File: config.mk
export PLATFORM = sky130hd
export DESIGN_NAME = dma4_ctrl
export DESIGN_NICKNAME = d
export VERILOG_FILES = /design/src/rtl/dma4_pkg.sv /design/src/rtl/dma4_chan.sv /design/src/rtl/dma4_engine.sv /design/src/rtl/dma4_ctrl.sv
export SDC_FILE = /design/constraint.sdc
export NUM_CORES = 1
export LEC_CHECK = 0
export ABC_CLOCK_PERIOD_IN_PS = 7700
export BUFFER_PORTS_ARGS = -buffer_cell sky130_fd_sc_hd__buf_2
export CORE_MARGIN = 4
export CORE_UTILIZATION = 40
export CTS_BUF_LIST = sky130_fd_sc_hd__clkbuf_16
export DETAILED_ROUTE_END_ITERATION = 7
export GPL_TIMING_DRIVEN = 0
export PLACE_DENSITY = 0.56
export SLEW_MARGIN = 10
export SYNTH_ARGS = -nofsm -noshare
export SYNTH_HDL_FRONTEND = slang
export SYNTH_SLANG_ARGS = --single-unit
File: constraint.sdc
create_clock -name clk -period 7.7 [get_ports clk]
set_input_delay 1.155 -clock clk [delete_from_list [all_inputs] [get_ports clk]]
set_output_delay 1.155 -clock clk [all_outputs]
set_load 0.005 [all_outputs]
File: src/rtl/dma4_pkg.sv
package dma4_pkg;
  localparam int N_CH   = 4;
  localparam int ADDR_W = 32;
  localparam int DATA_W = 32;
  localparam int LEN_W  = 16;
  localparam int RA_W   = 6;
  localparam int CH_W   = $clog2(N_CH);

  typedef enum logic [2:0] {ST_IDLE, ST_REQ, ST_RD, ST_LAT, ST_WR} eng_st_t;

  // control word, bit 0 is en
  typedef struct packed {
    logic irq_en;
    logic burst;
    logic dst_inc;
    logic src_inc;
    logic en;
  } ch_ctrl_t;

  localparam int CTRL_W = $bits(ch_ctrl_t);

  function automatic logic [ADDR_W-1:0] advance(input logic [ADDR_W-1:0] a, input logic inc);
    return inc ? a + ADDR_W'(1) : a;
  endfunction

  function automatic logic [LEN_W-1:0] count_down(input logic [LEN_W-1:0] c);
    return c - LEN_W'(1);
  endfunction

  // lowest set index wins
  function automatic logic [CH_W-1:0] pick_first(input logic [N_CH-1:0] req);
    logic [CH_W-1:0] idx;
    idx = '0;
    for (int i = N_CH - 1; i >= 0; i--)
      if (req[i]) idx = CH_W'(i);
    return idx;
  endfunction
endpackage

File: src/rtl/dma4_chan.sv
module dma4_chan
  import dma4_pkg::*;
(
  input  logic              clk,
  input  logic              rst_n,
  input  logic              wr_en,
  input  logic [1:0]        wr_sel,
  input  logic [DATA_W-1:0] wdata,
  input  logic              clr_done,
  input  logic              step,
  output logic [ADDR_W-1:0] src_q,
  output logic [ADDR_W-1:0] dst_q,
  output logic [LEN_W-1:0]  cnt_q,
  output ch_ctrl_t          ctrl_q,
  output logic              done_q
);
  logic last_word;
  assign last_word = (cnt_q == LEN_W'(1));

  always_ff @(posedge clk) begin
    if (!rst_n) begin
      src_q  <= '0;
      dst_q  <= '0;
      cnt_q  <= '0;
      ctrl_q <= '0;
      done_q <= 1'b0;
    end else begin
      if (clr_done) done_q <= 1'b0;
      if (wr_en) begin
        case (wr_sel)
          2'd0:    src_q  <= wdata[ADDR_W-1:0];
          2'd1:    dst_q  <= wdata[ADDR_W-1:0];
          2'd2:    cnt_q  <= wdata[LEN_W-1:0];
          default: ctrl_q <= ch_ctrl_t'(wdata[CTRL_W-1:0]);
        endcase
      end
      if (step) begin
        src_q <= advance(src_q, ctrl_q.src_inc);
        dst_q <= advance(dst_q, ctrl_q.dst_inc);
        cnt_q <= count_down(cnt_q);
        if (last_word) begin
          ctrl_q.en <= 1'b0;
          done_q    <= 1'b1;
        end
      end
    end
  end

  assert_step_nonzero_R7: assert property (@(posedge clk) disable iff (!rst_n)
    step |-> cnt_q != '0);
  assert_count_drop_R7: assert property (@(posedge clk) disable iff (!rst_n)
    (step && !wr_en) |=> cnt_q == $past(cnt_q) - LEN_W'(1));
  assert_src_hold_R6: assert property (@(posedge clk) disable iff (!rst_n)
    (step && !wr_en && !ctrl_q.src_inc) |=> $stable(src_q));
  assert_dst_hold_R6: assert property (@(posedge clk) disable iff (!rst_n)
    (step && !wr_en && !ctrl_q.dst_inc) |=> $stable(dst_q));
  assert_block_end_R10: assert property (@(posedge clk) disable iff (!rst_n)
    (step && last_word && !wr_en) |=> (!ctrl_q.en && done_q));
endmodule

File: src/rtl/dma4_engine.sv
module dma4_engine
  import dma4_pkg::*;
(
  input  logic              clk,
  input  logic              rst_n,
  input  logic [N_CH-1:0]   elig,
  input  logic [N_CH-1:0]   dreq,
  input  logic              bus_busy,
  input  logic              hold_gnt,
  input  logic              cur_burst,
  input  logic              cur_last,
  input  logic [ADDR_W-1:0] cur_src,
  input  logic [ADDR_W-1:0] cur_dst,
  input  logic [DATA_W-1:0] mem_rdata,
  output logic [CH_W-1:0]   cur_ch,
  output logic              hold_req,
  output logic              mem_rd,
  output logic              mem_wr,
  output logic [ADDR_W-1:0] mem_addr,
  output logic [DATA_W-1:0] mem_wdata,
  output logic [N_CH-1:0]   dack_n,
  output logic              word_done
);
  eng_st_t           state;
  logic [DATA_W-1:0] data_q;
  logic              in_xfer;
  logic              keep_bus;
  logic              start_req;

  assign start_req = (|elig) && !bus_busy;
  assign keep_bus  = !cur_last && cur_burst && dreq[cur_ch];
  assign in_xfer   = (state == ST_RD) || (state == ST_LAT) || (state == ST_WR);
  assign hold_req  = (state != ST_IDLE);
  assign mem_rd    = (state == ST_RD);
  assign mem_wr    = (state == ST_WR);
  assign word_done = mem_wr;
  assign mem_addr  = mem_wr ? cur_dst : cur_src;
  assign mem_wdata = data_q;

  always_comb begin
    dack_n = '1;
    if (in_xfer) dack_n[cur_ch] = 1'b0;
  end

  always_ff @(posedge clk) begin
    if (!rst_n) begin
      state  <= ST_IDLE;
      cur_ch <= '0;
      data_q <= '0;
    end else begin
      case (state)
        ST_IDLE: if (start_req) begin
          state  <= ST_REQ;
          cur_ch <= pick_first(elig);
        end
        ST_REQ:  if (hold_gnt) state <= ST_RD;
        ST_RD:   state <= ST_LAT;
        ST_LAT: begin
          data_q <= mem_rdata;
          state  <= ST_WR;
        end
        ST_WR:   state <= keep_bus ? ST_RD : ST_IDLE;
        default: state <= ST_IDLE;
      endcase
    end
  end

  assert_req_bus_free_R2: assert property (@(posedge clk) disable iff (!rst_n)
    $rose(hold_req) |-> $past(!bus_busy));
  assert_drive_granted_R3: assert property (@(posedge clk) disable iff (!rst_n)
    (mem_rd || mem_wr) |-> (hold_req && hold_gnt));
  assert_read_then_write_R5: assert property (@(posedge clk) disable iff (!rst_n)
    mem_rd |-> ##2 mem_wr);
  assert_write_data_R5: assert property (@(posedge clk) disable iff (!rst_n)
    mem_rd |=> ##1 mem_wdata == $past(mem_rdata));
  assert_burst_keeps_R8: assert property (@(posedge clk) disable iff (!rst_n)
    (word_done && keep_bus) |=> (hold_req && mem_rd));
  assert_single_drops_R9: assert property (@(posedge clk) disable iff (!rst_n)
    (word_done && !cur_burst) |=> !hold_req);
  assert_one_dack_R5: assert property (@(posedge clk) disable iff (!rst_n)
    $onehot0(~dack_n));
endmodule

File: src/rtl/dma4_ctrl.sv
module dma4_ctrl
  import dma4_pkg::*;
(
  input  logic              clk,
  input  logic              rst_n,
  input  logic              reg_we,
  input  logic [RA_W-1:0]   reg_addr,
  input  logic [DATA_W-1:0] reg_wdata,
  output logic [DATA_W-1:0] reg_rdata,
  input  logic [N_CH-1:0]   dreq,
  output logic [N_CH-1:0]   dack_n,
  input  logic              bus_busy,
  output logic              hold_req,
  input  logic              hold_gnt,
  output logic              mem_rd,
  output logic              mem_wr,
  output logic [ADDR_W-1:0] mem_addr,
  output logic [DATA_W-1:0] mem_wdata,
  input  logic [DATA_W-1:0] mem_rdata,
  output logic              irq
);
  logic [ADDR_W-1:0] src_a [N_CH];
  logic [ADDR_W-1:0] dst_a [N_CH];
  logic [LEN_W-1:0]  cnt_a [N_CH];
  ch_ctrl_t          ctrl_a [N_CH];
  logic [N_CH-1:0]   done_vec;
  logic [N_CH-1:0]   ie_vec;
  logic [N_CH-1:0]   elig;
  logic [CH_W-1:0]   cur_ch;
  logic [CH_W-1:0]   reg_ch;
  logic              word_done;
  logic              status_sel;

  assign status_sel = (reg_addr[RA_W-1:CH_W+2] != '0);
  assign reg_ch     = reg_addr[CH_W+1:2];

  for (genvar g = 0; g < N_CH; g++) begin : g_ch
    dma4_chan u_ch (
      .clk      (clk),
      .rst_n    (rst_n),
      .wr_en    (reg_we && !status_sel && reg_ch == CH_W'(g)),
      .wr_sel   (reg_addr[1:0]),
      .wdata    (reg_wdata),
      .clr_done (reg_we && status_sel && reg_wdata[g]),
      .step     (word_done && cur_ch == CH_W'(g)),
      .src_q    (src_a[g]),
      .dst_q    (dst_a[g]),
      .cnt_q    (cnt_a[g]),
      .ctrl_q   (ctrl_a[g]),
      .done_q   (done_vec[g])
    );
    assign elig[g]   = ctrl_a[g].en && dreq[g] && (cnt_a[g] != '0);
    assign ie_vec[g] = ctrl_a[g].irq_en;
  end

  dma4_engine u_eng (
    .clk       (clk),
    .rst_n     (rst_n),
    .elig      (elig),
    .dreq      (dreq),
    .bus_busy  (bus_busy),
    .hold_gnt  (hold_gnt),
    .cur_burst (ctrl_a[cur_ch].burst),
    .cur_last  (cnt_a[cur_ch] == LEN_W'(1)),
    .cur_src   (src_a[cur_ch]),
    .cur_dst   (dst_a[cur_ch]),
    .mem_rdata (mem_rdata),
    .cur_ch    (cur_ch),
    .hold_req  (hold_req),
    .mem_rd    (mem_rd),
    .mem_wr    (mem_wr),
    .mem_addr  (mem_addr),
    .mem_wdata (mem_wdata),
    .dack_n    (dack_n),
    .word_done (word_done)
  );

  assign irq = |(done_vec & ie_vec);

  always_comb begin
    reg_rdata = '0;
    if (status_sel) reg_rdata[N_CH-1:0] = done_vec;
    else begin
      case (reg_addr[1:0])
        2'd0:    reg_rdata = DATA_W'(src_a[reg_ch]);
        2'd1:    reg_rdata = DATA_W'(dst_a[reg_ch]);
        2'd2:    reg_rdata = DATA_W'(cnt_a[reg_ch]);
        default: reg_rdata = DATA_W'(ctrl_a[reg_ch]);
      endcase
    end
  end

  assert_irq_has_done_R10: assert property (@(posedge clk) disable iff (!rst_n)
    irq |-> (|done_vec));
  assert_served_enabled_R4: assert property (@(posedge clk) disable iff (!rst_n)
    mem_rd |-> ctrl_a[cur_ch].en);
endmodule

**Word level (Yosys, flattened, before mapping)**

Index checks and enable logic that the tools add are counted.

- Output and inout port bits: 104
- Input bits: 79
- Register bits after elaboration: 381
- Logic and storage cells: 269

- Reduce and logical (&&, ||, !) cells: 78
- Mux-type cells: 104
- Add/sub/neg operators: 12
- Bitwise operators: 5
- Equal/unequal tests: 27
- $lt $le $gt $ge: 4

Operators with widths:

| operator | count |
|---|---|
| $mux W32 | 35 |
| $add A32 B1 Y32 const B | 8 |
| $bmux W32 S2 | 4 |
| $mux W16 | 13 |
| $pmux W32 S3 | 1 |
| $eq A16 B1 Y1 const B | 5 |
| $bmux W16 S2 | 2 |
| $reduce_bool A16 Y1 | 4 |
| $sub A16 B1 Y16 const B | 4 |
| $reduce_bool A2 Y1 | 17 |
| $mux W1 | 30 |
| $mux W28 | 1 |
| $logic_and A1 B1 Y1 | 26 |
| $reduce_and A3 Y1 | 8 |
| $bmux W5 S2 | 2 |
| $reduce_and A2 Y1 | 10 |
| $ne A2 B2 Y1 const B | 9 |
| $mux W4 | 4 |
| $pmux W3 S5 | 1 |
| $eq A2 B2 Y1 const B | 5 |
| $mux W2 | 5 |
| $mux W5 | 2 |
| $reduce_or A4 Y1 | 2 |
| $eq A2 B1 Y1 const B | 3 |
| 20 further kinds | 29 |

**Logic depth before layout (Yosys ltp)**

- Word-level depth: 10
- Mapped depth: 11
- Mapped depth without buffers: 8

**Cells and area by module**

Synthesis repeated with hierarchy kept, for this count alone.

- Cells, all modules: 3,325
- Area, all modules: 27,452.6 sq um

Modules (own cells, without submodules):

| module | cells each | times used | area each (sq um) | sequential area each (sq um) |
|---|---|---|---|---|
| dma4_chan | 689 | 4 | 5,212.5 | 1,721.7 |
| dma4_ctrl | 348 | 1 | 4,644.5 | 0.0 |
| dma4_engine | 221 | 1 | 1,958.1 | 740.7 |

**Worst setup path before layout**

No wires, ideal clock.

- Path kind: input port to output port
- Start point: in reg_addr[3]
- End point: out reg_rdata[0]
- Buffers on the path: 2
- Data arrival time: 3.063 ns
- Stages on the path: 5
- Setup slack: 3.482 ns
- Required time: 6.545 ns
- Cells stage by stage: buf_6 clkbuf_1 mux4_2 mux4_2 mux2_2

- Cells in the longest elaborated chain, start to end: 6
- Elaborated cells on any way between the ends: 15
- Classes of those cells: 14 x mux; 1 x bitwise

Ends and longest elaborated chain:

| element | RTL line | text |
|---|---|---|
| start, declared | dma4_ctrl.sv:7 | `input logic [RA_W-1:0] reg_addr,` |
| $not A2 Y3 (not written as such) (*) | - |  |
| $bmux W5 S2, or another cell as far along | dma4_ctrl.sv:88 | `default: reg_rdata = DATA_W'(ctrl_a[reg_ch]);` |
| $mux W5 (not written as such), or another cell as far along (2 in a row) | dma4_ctrl.sv:88 |  |
| $pmux W32 S3 (*) | dma4_ctrl.sv:84 | `case (reg_addr[1:0])` |
| $mux W4 (*) | dma4_ctrl.sv:82 | `if (status_sel) reg_rdata[N_CH-1:0] = done_vec;` |
| end, declared | dma4_ctrl.sv:9 | `output logic [DATA_W-1:0] reg_rdata,` |

Every way passes the cells marked *; elsewhere a longest branch is shown, timed or not. The select of a mux whose other input is x is not followed.

**Worst setup path after layout**

- Start point: in reg_addr[2]
- End point: out reg_rdata[22]

- Cells in the longest elaborated chain, start to end: 6
- Elaborated cells on any way between the ends: 9
- Classes of those cells: 8 x mux; 1 x bitwise

Ends and longest elaborated chain:

| element | RTL line |
|---|---|
| $not A2 Y3 (not written as such) (*) | dma4_ctrl.sv:85, dma4_ctrl.sv:86 |
| $bmux W32 S2, on equally long branches | dma4_ctrl.sv:86, dma4_ctrl.sv:85 |
| $mux W32, on equally long branches (2 in a row) | dma4_ctrl.sv:86, dma4_ctrl.sv:85 |
| $pmux W32 S3 (*) | dma4_ctrl.sv:84 |
| $mux W28 (*) | dma4_ctrl.sv:82 |

Marks and branches as above.

==> impl_metrics.tcl <==
set metrics [dict create \
    synth_seq_cells 381 \
    place_congestion 1.07 \
    startpoint_type "primary input" \
    yosysTopAreaCellShare 0.286 \
    route.met2.wl_um 65800 \
    ys.flop_type "dfxtp_1" \
    dr.pass1.iters 8 \
    p_leak_uw 0.0105 \
    dpl.hpwl_um 125000 \
    wl_per_cell_um 36.6 \
    yosysSeqAreaShare 0.286 \
    maxCapViolations 1 \
    start_util 0.404 \
    setup-tns-final_ps 0 \
    ios 183 \
    io_buffers 170 \
    fp.dieH_um 266 \
    antenna_found_initial 5 \
    via_count 32000 \
    cts_buffer_depth 3 \
    cts-resized-gates 0 \
    antenna_left 0 \
    worstPathArrival_ps 4440 \
    grt_max_degree 13 \
    outcome "complete, but fails checks" \
    max_slew.worst_pin.slew_ps 1540 \
    ctsHtreeMaxLevel 2 \
    power_density_nw_per_um2 160 \
    drtIter0Drc 6007 \
    yosysWarningCount 0 \
    cts.clk_slew.worst_paths_ps 60 \
    syn-cell-area_um2 26600 \
    synth.avg_cell_area_um2 7.99 \
    cts-root-buf "clkbuf_16" \
    total_power_uw 4840 \
    area_growth_syn_to_layout_pct 13.5 \
    cts_buffers 50 \
    met1_length_um 59400 \
    grt_usage 0.440 \
    maxUsedRoutingLayer "met5" \
    slew_violations 11 \
    final_core_util 0.459 \
    synth_top_area_cell "dfxtp_1" \
    cp_data_required_time_ps 6550 \
    tritoncts "yes" \
    cts_sinks 381 \
    worst-path-max-fanout 10 \
    synth.distinct_cells 85 \
    syn_inst 3334 \
    rsz0062_at_grt "false" \
    die_w_um 266 \
    ctsHoldBuffers 0 \
    synth_area_leaders "dfxtp_1 29%, mux4_2 13%, nand2_1 5.9%" \
    violations "DRC, capacitance limit, slew limit" \
    design_area_um2 30200 \
    hold_path.class "reg -> reg" \
    worstSetupPathType "in -> out" \
    period_needed_ps 5600 \
    fin_crit_sh 0.727 \
    finalSetupViolations 0 \
    yosysMostFrequentCell "nand2_1" \
    peakVddDrop_v 0.000168 \
    avgViaCountPerCell 7.17 \
    clk_latency_ps 640 \
    cp-end-kind "primary output" \
    post_cts_buffers 0 \
    wl_met3_um 25200 \
    synth_edf_count 0 \
    max_slew_margin -0.0247 \
    synth_common_cells "420 x nand2_1, 381 x dfxtp_1, 352 x nor2_1" \
    finalHoldViolations 0 \
    grt_pass1_vias 29200 \
    fin_nets 3652 \
    drive_above_1_share 0.150 \
    wirelength_um 163000 \
    syn_nets 3429 \
    grt_pass1_wl_um 222000 \
    dieArea_um2 70800 \
    fmax_ghz 0.179 \
    gr-total-overflow 0 \
    async_flop_share 0 \
    placement.cell_area_um2 28600 \
    core_area_um2 65900 \
    drc 1 \
    clock_skew_ps 18.3 \
    num_rows 94 \
]
==> per-layer routing <==
layer	global-route usage	up-vias
li1	-	13200
met1	0.568	15400
met2	0.621	2715
met3	0.160	622
met4	0.276	6
met5	0.0108	-
==> per-stage QoR <==
step	worst slack (ps)	hold WS, ps	instances
floorplan	3480	446	3334
global placement	2170	440	4368
detailed placement	2160	443	4369
CTS	2160	451	4459
global route	2140	469	4461
finish	2100	448	4462
==> cell type report <==
cell class | count | area (um^2)
Buffer | 279 | 1110
Timing Repair Buffer | 171 | 862
Fill cell | 6826 | 35600
Clock buffer | 53 | 1330
Antenna cell | 3 | 7.51
Inverter | 32 | 120
Tap cell | 864 | 1080
Clock inverter | 37 | 293
Sequential cell | 381 | 7630
Multi-Input combinational cell | 2642 | 17800
==> registers in the layout, summed over array words and instances, names as in the netlist <==
name	flops
u_eng.state	3
g_ch.u_ch.ctrl_q	20
g_ch.u_ch.cnt_q	64
u_eng.cur_ch	2
g_ch.u_ch.dst_q	128
g_ch.u_ch.done_q	4
g_ch.u_ch.src_q	128
u_eng.mem_wdata	32
==> worst max-delay path: stages <==
cell	delay, ps
buf_2	310
buf_1	580
buf_1	740
clkbuf_1	750
mux4_2	420
mux2i_1	250
nor2_1	60
buf_2	130
==> report_power, final <==
| part | switching, uW | internal (uW) | total [uW] |
|---|---|---|---|
| clock | 1030 | 1400 | 2430 |
| sequential | 21.4 | 1980 | 2000 |
| combinational | 308 | 103 | 411 |
| total | 1360 | 3480 | 4840 |
==> path summary, 6_finish.rpt <==
| check | start | end | slack [ps] | cells past startpoint |
|---|---|---|---|---|
| min reg2reg | u_eng.mem_wdata[9] | u_eng.mem_wdata[9] | 450 | 2 |
| max reg2reg | u_eng.cur_ch[1] | g_ch[3].u_ch.dst_q[29] | 2910 | 8 |
| max | reg_addr[2] | reg_rdata[22] | 2100 | 8 |
| min | u_eng.mem_wdata[9] | u_eng.mem_wdata[9] | 450 | 2 |
==> logic make-up after synthesis <==
group                    Yosys count  share of synthesized area
AO/OA/AOI/OAI                    994                      0.243
AND/OR/NAND/NOR                 1378                      0.248
flip-flops                       381                      0.286
multiplexers                     253                      0.169
adder cells (fa/ha/maj)           16                    0.00752
buffers and inverters            311                     0.0456
XOR/XNOR                           1                   0.000329
==> layout by cell type, fill, tap and decap left out, types with 13 or more instances in the layout <==
master       n
nand3b_1    13
or3_1       29
nor3_1      79
o22ai_1     50
o2111ai_1   15
o31ai_1     41
and3_1      72
a211oi_1    30
o221a_2     28
a21oi_1    291
a31oi_1     66
clkbuf_2    14
clkbuf_16   53
o31a_1      23
inv_1       40
mux2_2      39
nor2_1     352
nand3_1    167
o211ai_1    28
o21ai_0    211
and2_1      28
dfxtp_1    381
a22oi_1     46
buf_2      198
nand4_1     57
a41oi_1     15
mux4_2     154
nand2_1    420
buf_1       40
ha_1        16
nor4_1      57
mux2i_1     60
a311oi_1    15
clkbuf_1   195
or4_1       13
and4_1      18
(Power assumes the default switching activity.)
